### src/rtl/strq_pkg.sv
package strq_pkg;
  localparam int LANES = 4;
  localparam int PH_W  = 2;
  typedef logic [PH_W-1:0] phase_t;
endpackage

### src/rtl/strq_sync.sv
module strq_sync #(
  parameter int W      = 1,
  parameter int STAGES = 2
) (
  input  logic         clk,
  input  logic         rst,
  input  logic [W-1:0] d,
  output logic [W-1:0] q
);
  logic [W-1:0] pipe [STAGES];

  always_ff @(posedge clk) begin
    if (rst) pipe[0] <= '0;
    else     pipe[0] <= d;
  end

  for (genvar s = 1; s < STAGES; s++) begin : g_stage
    always_ff @(posedge clk) begin
      if (rst) pipe[s] <= '0;
      else     pipe[s] <= pipe[s-1];
    end
  end

  assign q = pipe[STAGES-1];
endmodule

### src/rtl/strq_phase.sv
module strq_phase
  import strq_pkg::*;
(
  input  logic             clk,
  input  logic             rst,
  input  logic             rx_en,
  input  logic             evt,
  output phase_t           phase,
  output logic [LANES-1:0] lane_en
);
  logic pol_q;  // toggles on every transition
  logic div_q;  // divide-by-2: toggles on every second transition

  always_ff @(posedge clk) begin
    if (rst || !rx_en) begin
      pol_q <= 1'b0;
      div_q <= 1'b0;
    end else if (evt) begin
      pol_q <= ~pol_q;
      if (pol_q) div_q <= ~div_q;
    end
  end

  assign phase = {div_q, pol_q};

  for (genvar k = 0; k < LANES; k++) begin : g_en
    localparam phase_t KP = phase_t'(k);
    assign lane_en[k] = rx_en & evt & (pol_q == KP[0]) & (div_q == KP[1]);
  end

  // disable returns the phase to slot 0
  a_r6_disable_clears: assert property (@(posedge clk) disable iff (rst)
    !rx_en |=> (phase == '0));
  // each enabled transition advances exactly one slot
  a_r2_step: assert property (@(posedge clk) disable iff (rst)
    (rx_en && evt) |=> (phase == phase_t'($past(phase) + 1'b1)));
  // no transition, no movement
  a_r9_hold: assert property (@(posedge clk) disable iff (rst)
    (rx_en && !evt) |=> $stable(phase));
  // at most one slot written per cycle
  a_r3_one_slot: assert property (@(posedge clk) disable iff (rst)
    $onehot0(lane_en));
endmodule

### src/rtl/strq_lanes.sv
module strq_lanes
  import strq_pkg::*;
#(
  parameter int W = 18
) (
  input  logic               clk,
  input  logic               rst,
  input  logic [LANES-1:0]   lane_en,
  input  logic [W-1:0]       din,
  output logic [LANES*W-1:0] word_out,
  output logic               word_vld
);
  logic [W-1:0] slot_q [LANES-1];

  for (genvar k = 0; k < LANES-1; k++) begin : g_slot
    always_ff @(posedge clk) begin
      if (rst)             slot_q[k] <= '0;
      else if (lane_en[k]) slot_q[k] <= din;
    end
  end

  always_ff @(posedge clk) begin
    if (rst) begin
      word_out <= '0;
      word_vld <= 1'b0;
    end else begin
      word_vld <= lane_en[LANES-1];
      if (lane_en[LANES-1]) begin
        for (int k = 0; k < LANES-1; k++) word_out[k*W +: W] <= slot_q[k];
        word_out[(LANES-1)*W +: W] <= din;
      end
    end
  end

  // valid never lasts two cycles
  a_r4_single_pulse: assert property (@(posedge clk) disable iff (rst)
    word_vld |=> !word_vld);
  // the parallel word moves only with valid
  a_r4_hold: assert property (@(posedge clk) disable iff (rst)
    !word_vld |-> $stable(word_out));
endmodule

### src/rtl/strq_deser4.sv
module strq_deser4
  import strq_pkg::*;
#(
  parameter int DATA_W      = 18,
  parameter int SYNC_STAGES = 2
) (
  input  logic                  clk,
  input  logic                  rst,
  input  logic                  rx_en,
  input  logic                  chan_sel,
  input  logic                  strb_a,
  input  logic                  strb_b,
  input  logic [DATA_W-1:0]     din,
  output logic [LANES*DATA_W-1:0] word_out,
  output logic                  word_vld
);
  logic [1:0]        strb_s;
  logic [DATA_W-1:0] din_s;
  logic              strb_cur, strb_prev, evt;
  phase_t            phase;
  logic [LANES-1:0]  lane_en;

  strq_sync #(.W(2), .STAGES(SYNC_STAGES)) u_ssync (
    .clk(clk), .rst(rst), .d({strb_b, strb_a}), .q(strb_s));

  strq_sync #(.W(DATA_W), .STAGES(SYNC_STAGES)) u_dsync (
    .clk(clk), .rst(rst), .d(din), .q(din_s));

  assign strb_cur = chan_sel ? strb_s[1] : strb_s[0];

  always_ff @(posedge clk) begin
    if (rst) strb_prev <= 1'b0;
    else     strb_prev <= strb_cur;
  end

  assign evt = strb_cur ^ strb_prev;

  strq_phase u_phase (
    .clk(clk), .rst(rst), .rx_en(rx_en), .evt(evt),
    .phase(phase), .lane_en(lane_en));

  strq_lanes #(.W(DATA_W)) u_lanes (
    .clk(clk), .rst(rst), .lane_en(lane_en), .din(din_s),
    .word_out(word_out), .word_vld(word_vld));

  // valid follows only an enabled transition in the last slot
  a_r4_vld_source: assert property (@(posedge clk) disable iff (rst)
    word_vld |-> $past(rx_en && evt && (phase == phase_t'(LANES-1))));
  // reset leaves no valid
  a_r1_reset_quiet: assert property (@(posedge clk)
    $past(rst) |-> !word_vld);
endmodule

### config.mk
export PLATFORM = sky130hd
export DESIGN_NAME = strq_deser4
export DESIGN_NICKNAME = d
export VERILOG_FILES = /design/src/rtl/strq_pkg.sv /design/src/rtl/strq_sync.sv /design/src/rtl/strq_phase.sv /design/src/rtl/strq_lanes.sv /design/src/rtl/strq_deser4.sv
export SDC_FILE = /design/constraint.sdc
export NUM_CORES = 1
export LEC_CHECK = 0
export ABC_AREA = 1
export CAP_MARGIN = 15
export CORE_MARGIN = 3
export CORE_UTILIZATION = 45
export DETAILED_ROUTE_END_ITERATION = 8
export DONT_BUFFER_PORTS = 1
export PLACE_DENSITY = 0.69
export SYNTH_ARGS = -nofsm -noshare
export SYNTH_HDL_FRONTEND = slang
export SYNTH_SLANG_ARGS = --single-unit
### constraint.sdc
create_clock -name clk -period 3.7 [get_ports clk]
set_clock_uncertainty 0.2 [all_clocks]
set_input_delay 0.37 -clock clk [delete_from_list [all_inputs] [get_ports clk]]
set_output_delay 0.37 -clock clk [all_outputs]
set_load 0.005 [all_outputs]
* Word-level counts from Yosys, hierarchy flattened *
Memory sizes are Yosys's and may differ from the RTL's. A register that Yosys moved wholly into a read port is not among the register bits.
Index checks and enable logic that the tools add are counted.

word-level totals
  ROM bits = 0
  memories = 3
  register bits = 76
  bits in latches = 0
  RAM bits = 94

memories
  memory          words  width  rd ports  clocked after memory_dff  wr ports  RTL line          RTL
  u_lanes.slot_q  3      18     3         3                         3         strq_lanes.sv:13  logic [W-1:0] slot_q [LANES-1];
  u_dsync.pipe    2      18     2         0                         2         strq_sync.sv:10   logic [W-1:0] pipe [STAGES];
  u_ssync.pipe    2      2      2         0                         2         strq_sync.sv:10

operators by class
  multipliers = 0
  mux-type cells = 20
  bitwise operators = 17
  shift operators = 0
  equal/unequal tests = 0
  $add $sub $neg = 0
  reduce and logical (&&, ||, !) cells = 3
  magnitude comparators = 0
  divide/modulo/power cells = 0

operator list
  kind                 number
  2-to-1 mux 18 bit    5
  2-to-1 mux 1 bit     13
  AND 1 bit            7
  OR 1 bit             7
  2-to-1 mux 2 bit     2
  inverter 1 bit       2
  AND reduction 2 bit  1
  logical NOT 1 bit    1
  logical OR 1 bit     1
  XOR 1 bit            1

* Longest topological paths before layout *
Gate-level depths: netlist of the first run.

  depth after elaboration = 9
  mapped depth = 9

* By module *
From an unflattened synthesis of the first run, not the netlist that was laid out.

unflattened totals
  cell total of the unflattened synthesis = 734
  area total of the unflattened synthesis = 6387.4 um^2

by module, submodules not included
  module               area each (um^2)  cells each  instances
  strq_lanes           5028.6            577         1
  strq_sync (u_dsync)  1041.0            112         1
  strq_phase           136.4             20          1
  strq_sync (u_ssync)  110.1             12          1
  strq_deser4          71.3              13          1

* Least setup slack after synthesis of the first run *
Ideal clock, no wire load.

  path kind = input port to flip-flop
  start = in rst
  end = mem u_lanes.slot_q[0][0], enable pin
  stages on the path = 5
  setup time = 0.375 ns
  path buffers = 3
  arrival time = 1.465 ns
  path slack = 1.661 ns
  cell sequence = buf_2 clkinv_1 buf_4 clkbuf_1 nand2_1

RTL lines
  item         RTL line          RTL
  from (decl)  strq_deser4.sv:8  input logic rst,
  to (decl)    strq_lanes.sv:13

==> results of run 1 <==
metal layers:
layer	up-vias	global-route usage
met3	11	0.0653
li1	2322	-
met2	132	0.275
met5	-	0
met1	1971	0.216
met4	0	0.0625
power groups by stage:
stage          combinational (mW)  clock [mW]  sequential, mW
2_1_floorplan               0.128           0            2.02
3_3_place_gp                0.141           0            2.03
3_5_place_dp                0.141           0            2.03
4_1_cts                     0.169        1.83            1.99
5_1_grt                     0.191        1.90            1.99
6_report                    0.167        1.79            1.99
cell type report:
type,count,area (µm²),share of cell area
repair buffers,27,283,0.0387
clock buffers,22,529,0.0723
flip-flops and latches,170,3950,0.539
multi-input cells,412,1790,0.245
well taps,180,225,0.0308
inverters,120,450,0.0616
clock inverters,10,88.8,0.0121
Yosys cell counts (2+ instances only):
| cell | instances | area share |
|---|---|---|
| nand4_1 | 72 | 0.070 |
| nand3_1 | 4 | 0.0031 |
| buf_1 | 5 | 0.0029 |
| buf_6 | 4 | 0.0070 |
| inv_1 | 118 | 0.069 |
| nor2_1 | 243 | 0.14 |
| clkbuf_1 | 7 | 0.0041 |
| nand2_2 | 3 | 0.0029 |
| nand4_2 | 2 | 0.0039 |
| dfxtp_1 | 116 | 0.36 |
| buf_4 | 6 | 0.0070 |
| edfxtp_1 | 54 | 0.25 |
| nand3_2 | 2 | 0.0031 |
| nand2_1 | 81 | 0.047 |
| buf_2 | 24 | 0.019 |
metrics by stage:
stage | util | hold WS [ns] | instance area, µm² | instances | power [mW]
after floorplan | - | 0.188 | 6440 | 748 | 2.15
after global placement | 0.463 | 0.194 | 6460 | 886 | 2.17
after CTS | 0.525 | 0.0230 | 7320 | 941 | 3.99
after global routing | 0.525 | 0.0355 | 7320 | 941 | 4.09
after detailed placement | 0.463 | 0.192 | 6460 | 886 | 2.17
final | 0.525 | 0.0401 | 7320 | 941 | 3.95
registers in the layout, summed over array words and instances (netlist names):
signal,cells
u_phase.pol_q,1
u_lanes.slot_q,54
u_dsync.pipe,36
u_phase.div_q,1
strb_prev,1
u_lanes.word_vld,1
u_ssync.pipe,4
u_lanes.word_out,18
word_out,54
critical path, stage by stage, from the launching register on:
cell and delay (ns):
dfxtp_2 0.80, nand3_4 0.17, nor2_1 0.18, nand2_1 0.07, nand2_1 0.54
worst min path at each step:
stage | depth (start not counted) | to
after global routing | 2 | u_dsync.pipe[0][8]
after global placement | 2 | u_dsync.pipe[1][8]
after CTS | 2 | u_dsync.pipe[0][1]
after floorplan | 2 | u_dsync.pipe[1][0]
after detailed placement | 2 | u_dsync.pipe[1][15]
final | 2 | u_dsync.pipe[0][1]
kinds of logic (layout without fill, tap and decap cells):
| group | Yosys count | in the layout | share of synthesized area |
|---|---|---|---|
| and+or+nand+nor | 410 | 410 | 0.277 |
| AOI/OAI and AO/OA | 2 | 2 | 0.00155 |
| DFF | 170 | 170 | 0.612 |
| buffers and inverters | 166 | 179 | 0.110 |
==> flow_summary.toml, run 1 <==
[routing]
dr_wl_met2_um = 6280
dr.pass1.iters = 5
m1WireLength_um = 5470
drc = 0
wl_met3_um = 1170
vias = 4436
totalWireLength_um = 13100
drt_iter0_markers = 436
top_layer_used = "met4"
wl_per_cell_um = 13.9
vias_per_cell = 4.71
drt.antenna.violating_nets = 0

[cts]
clkSlewWorstSetupHoldPaths_ns = 0.07
clock_latency_ns = 0.42
cts_tree = "done"
postCtsSetupRepairBufs = 0
cts_hold_buf = 23
cts_root_buf = "clkbuf_16"
cts_sinks = 170
clockBufferDepth = 2
htree_levels = 4
cts_resized = 0
numCtsBuffers = 17

[floorplan]
ios = 97
die_w_um = 126
coreArea_mm2 = 0.0139
initial_utilization = 0.462
fp.dieH_um = 126
die_area_mm2 = 0.0158
rows = 43

[yosys]
syn_area_mm2 = 0.00644
ys_types = 22
yosys_warnings = 0
async_reset_ff_frac = 0
synth_top_flop_cell = "dfxtp_1"
synth_edf_count = 54
synth.net_count = 772
synthesis.instances = 748
seq_area_frac_synth = 0.612
ys_seq_elements = 170
syn_area_per_cell_um2 = 8.61

[layout]
antennaDiodeCount = 0
area_delta_synth_final_pct = 13.5
drive_gt1_frac = 0.0631
nNetsFinal = 772
fill_cells = 1320
layout_common_cells = "nor2_1 (243), inv_1 (118), dfxtp_1 (115), nand2_1 (81), nand4_1 (72)"
final_common_cell = "nor2_1"

[sta]
worst_slack_ns = 1.35
finalSetupTns_ns = 0
slew_viol_final = 0
worst_slew_pin_slew_ns = 1.11
fmax_mhz = 426
setup_viol = 0
fin_crit_sh = 0.635
fin_crit_ns = 2.35
max-slew-margin-rel = 0.261
hold_viol_final = 0
rsz0062_at_grt = "false"

[placement]
place_ws_ns = 1.36
dp_hpwl_um = 8210
portBuffers = 0
place.gp.congestion = 0.798

[power]
swShare = 0.224
p_seq_frac = 0.504
comb_power_share = 0.042
p_per_area_mw_per_mm2 = 539
p_switching_mw = 0.885
power.share.clock = 0.454
leakagePower_nw = 2.99
internal-power_mw = 3.06
ir_drop_v = 0.000361

[outcome]
outcome = "completed"

[global_route]
grt_first_pass_wirelength_um = 21400
grt_pass1_vias = 4160
antenna_found_initial = 0
grt-ovfl-total = 0
grt_max_degree = 74
grt_util_all_layers = 0.173

[setup_path]
r2r_start = "u_phase.pol_q"
cp-start-kind = "register"
critPathCaptureType = "register"
crit_start = "u_phase.pol_q"
endpoint = "u_lanes.slot_q[1][8]"
path_max_fanout = 40
r2r_cells = 4
r2r_end = "u_lanes.slot_q[1][8]"
required_ns = 3.55
r2r_slack_ns = 1.35
arrival_ns = 2.20
criticalPathCategory = "reg2reg"

[worst_hold_path]
min_from = "rst"
hold_path.class = "in2reg"

[run]
drv_cap = 0
No activity file was read; power rests on OpenSTA's default activity.
==> inputs of run 2 (changes only) <==
==> constraint.sdc (replaced) <==
create_clock -name clk -period 2.2 [get_ports clk]
set_clock_uncertainty 0.2 [all_clocks]
set_input_delay 0.22 -clock clk [delete_from_list [all_inputs] [get_ports clk]]
set_output_delay 0.22 -clock clk [all_outputs]
set_load 0.005 [all_outputs]
==> flow_summary.toml, run 2 (synthesized netlist as in run 1, its figures left out) <==
[worst_hold_path]
holdPathEnd = "u_lanes.slot_q[1][1]"
hold_path.class = "in2reg"
min_from = "rx_en"
worstHoldPathCells = 3

[sta]
finalSetupTns_ns = 0
rsz0062_at_grt = "false"
fmax_mhz = 490
worst_slew_pin_slew_ns = 0.496
fin_crit_ns = 2.04
fin_crit_sh = 0.927
slew_viol_final = 0
max-slew-margin-rel = 0.669
setup_viol = 0
finalHoldWorstSlack_ns = 0.0730
worst_slack_ns = 0.160
hold_viol_final = 0

[setup_path]
critical_path.max_stage_delay_ns = 0.58
r2r_start = "strb_prev"
arrival_ns = 2.10
cp-start-kind = "input port"
critPathBufInv = 3
r2r_slack_ns = 0.46
r2r_cells = 7
r2r_end = "u_lanes.slot_q[1][14]"
path_max_fanout = 44
required_ns = 2.26
critPathCaptureType = "register"
path_depth = 5
cp_top_family = "buffers and inverters"
criticalPathCategory = "in2reg"
path_cells = "dlygate4sd3_1 > buf_12 > inv_2 > nand4_2 > nor2_1"
cp_slowest_cell = "dlygate4sd3_1"

[cts]
cts_sinks = 170
cts_root_buf = "clkbuf_16"
postCtsSetupRepairBufs = 0
numCtsBuffers = 17
clock_latency_ns = 0.42
clkSlewWorstSetupHoldPaths_ns = 0.07
clockBufferDepth = 2
htree_levels = 4
cts_tree = "done"

[routing]
dr.pass1.iters = 5
vias_per_cell = 4.81
drt.antenna.violating_nets = 0
wl_per_cell_um = 14.2
drt_iter0_markers = 452
vias = 4580
totalWireLength_um = 13500
drc = 0

[layout]
multi_input_area_mm2 = 0.00179
antennaDiodeCount = 0
layout.cells.non_filler = 952
final_common_cell = "nor2_1"
regArea_mm2 = 0.00395
reg_top3 = "u_lanes.slot_q: 54 flops, word_out: 54 flops, u_dsync.pipe: 36 flops"
nNetsFinal = 783
area_delta_synth_final_pct = 15.3
layout_common_cells = "nor2_1 (243), inv_1 (118), dfxtp_1 (115), nand2_1 (81), nand4_1 (72)"
drive_gt1_frac = 0.0738
fill_cells = 1265

[power]
leakagePower_nw = 3.06
p_per_area_mw_per_mm2 = 916
ir_drop_v = 0.000635

[floorplan]
ios = 97
die_area_mm2 = 0.0158
coreArea_mm2 = 0.0139
die_w_um = 126
rows = 43
fp.dieH_um = 126
initial_utilization = 0.462

[global_route]
grt_first_pass_wirelength_um = 21800
grt_util_all_layers = 0.176
grt-ovfl-total = 0
grt_max_degree = 45
antenna_found_initial = 0
grt_pass1_vias = 4215

[placement]
dp_hpwl_um = 8610
portBuffers = 0
dp.cells = 895
place_ws_ns = 0.506
place.gp.congestion = 0.811

[outcome]
outcome = "completed"

[run]
drv_cap = 0
## run 2: cell types whose count changed in the layout (fill, tap and decap cells not counted), sizes merged
cell / change
buf: +9
bufinv: +3
clkbuf: -3
clkinv: +2
dlygate4sd3: +2
inv: -2
## run 2: area by class of cell
type,count,area share
clock inverters,13,0.0214
inverters,120,0.0606
flip-flops and latches,170,0.531
repair buffers,38,0.0515
well taps,180,0.0303
clock buffers,19,0.0640
multi-input cells,412,0.241
## run 2: per-stage QoR
| step | cell area [µm²] | total power, mW | util |
|---|---|---|---|
| floorplan | 6440 | 3.61 | - |
| global placement | 6540 | 3.66 | 0.469 |
| detailed placement | 6540 | 3.66 | 0.469 |
| CTS | 7430 | 6.85 | 0.533 |
| global route | 7430 | 7.03 | 0.533 |
| finish | 7430 | 6.81 | 0.533 |
## run 2: power by group
group,switching [mW],leakage (nW),internal [mW]
combinational,0.218,1.23,0.0931
sequential,0.0222,1.50,3.31
clock,1.24,0.317,1.93
total,1.48,3.06,5.33
## run 2: worst max path at each step
stage                        startpoint              endpoint  slack [ns]
after floorplan                     rst  u_lanes.slot_q[0][0]        0.31
after global placement    u_phase.pol_q  u_lanes.slot_q[2][9]        0.50
after detailed placement  u_phase.pol_q  u_lanes.slot_q[2][6]        0.51
after CTS                           rst  u_lanes.slot_q[2][6]        0.17
after global routing                rst  u_lanes.slot_q[0][4]        0.01
final                               rst  u_lanes.slot_q[2][6]        0.16
## run 2: worst min-delay path, stage by stage
cell and delay [ns]:
nand2_1 0.04, nand2_1 0.04, buf_4 0.20
## run 2: metal layers
metal | GRT usage | vias up | routed length, µm
li1 | - | 2342 | -
met1 | 0.234 | 2068 | 5870
met2 | 0.273 | 152 | 6390
met3 | 0.0581 | 18 | 1060
met4 | 0.0606 | 0 | 199
met5 | 0 | - | 0
## run 2: what timing repair did
action,in CTS,in global routing
endpoints found under the hold margin,63,0
hold buffers,25,0
gates resized for setup,0,0
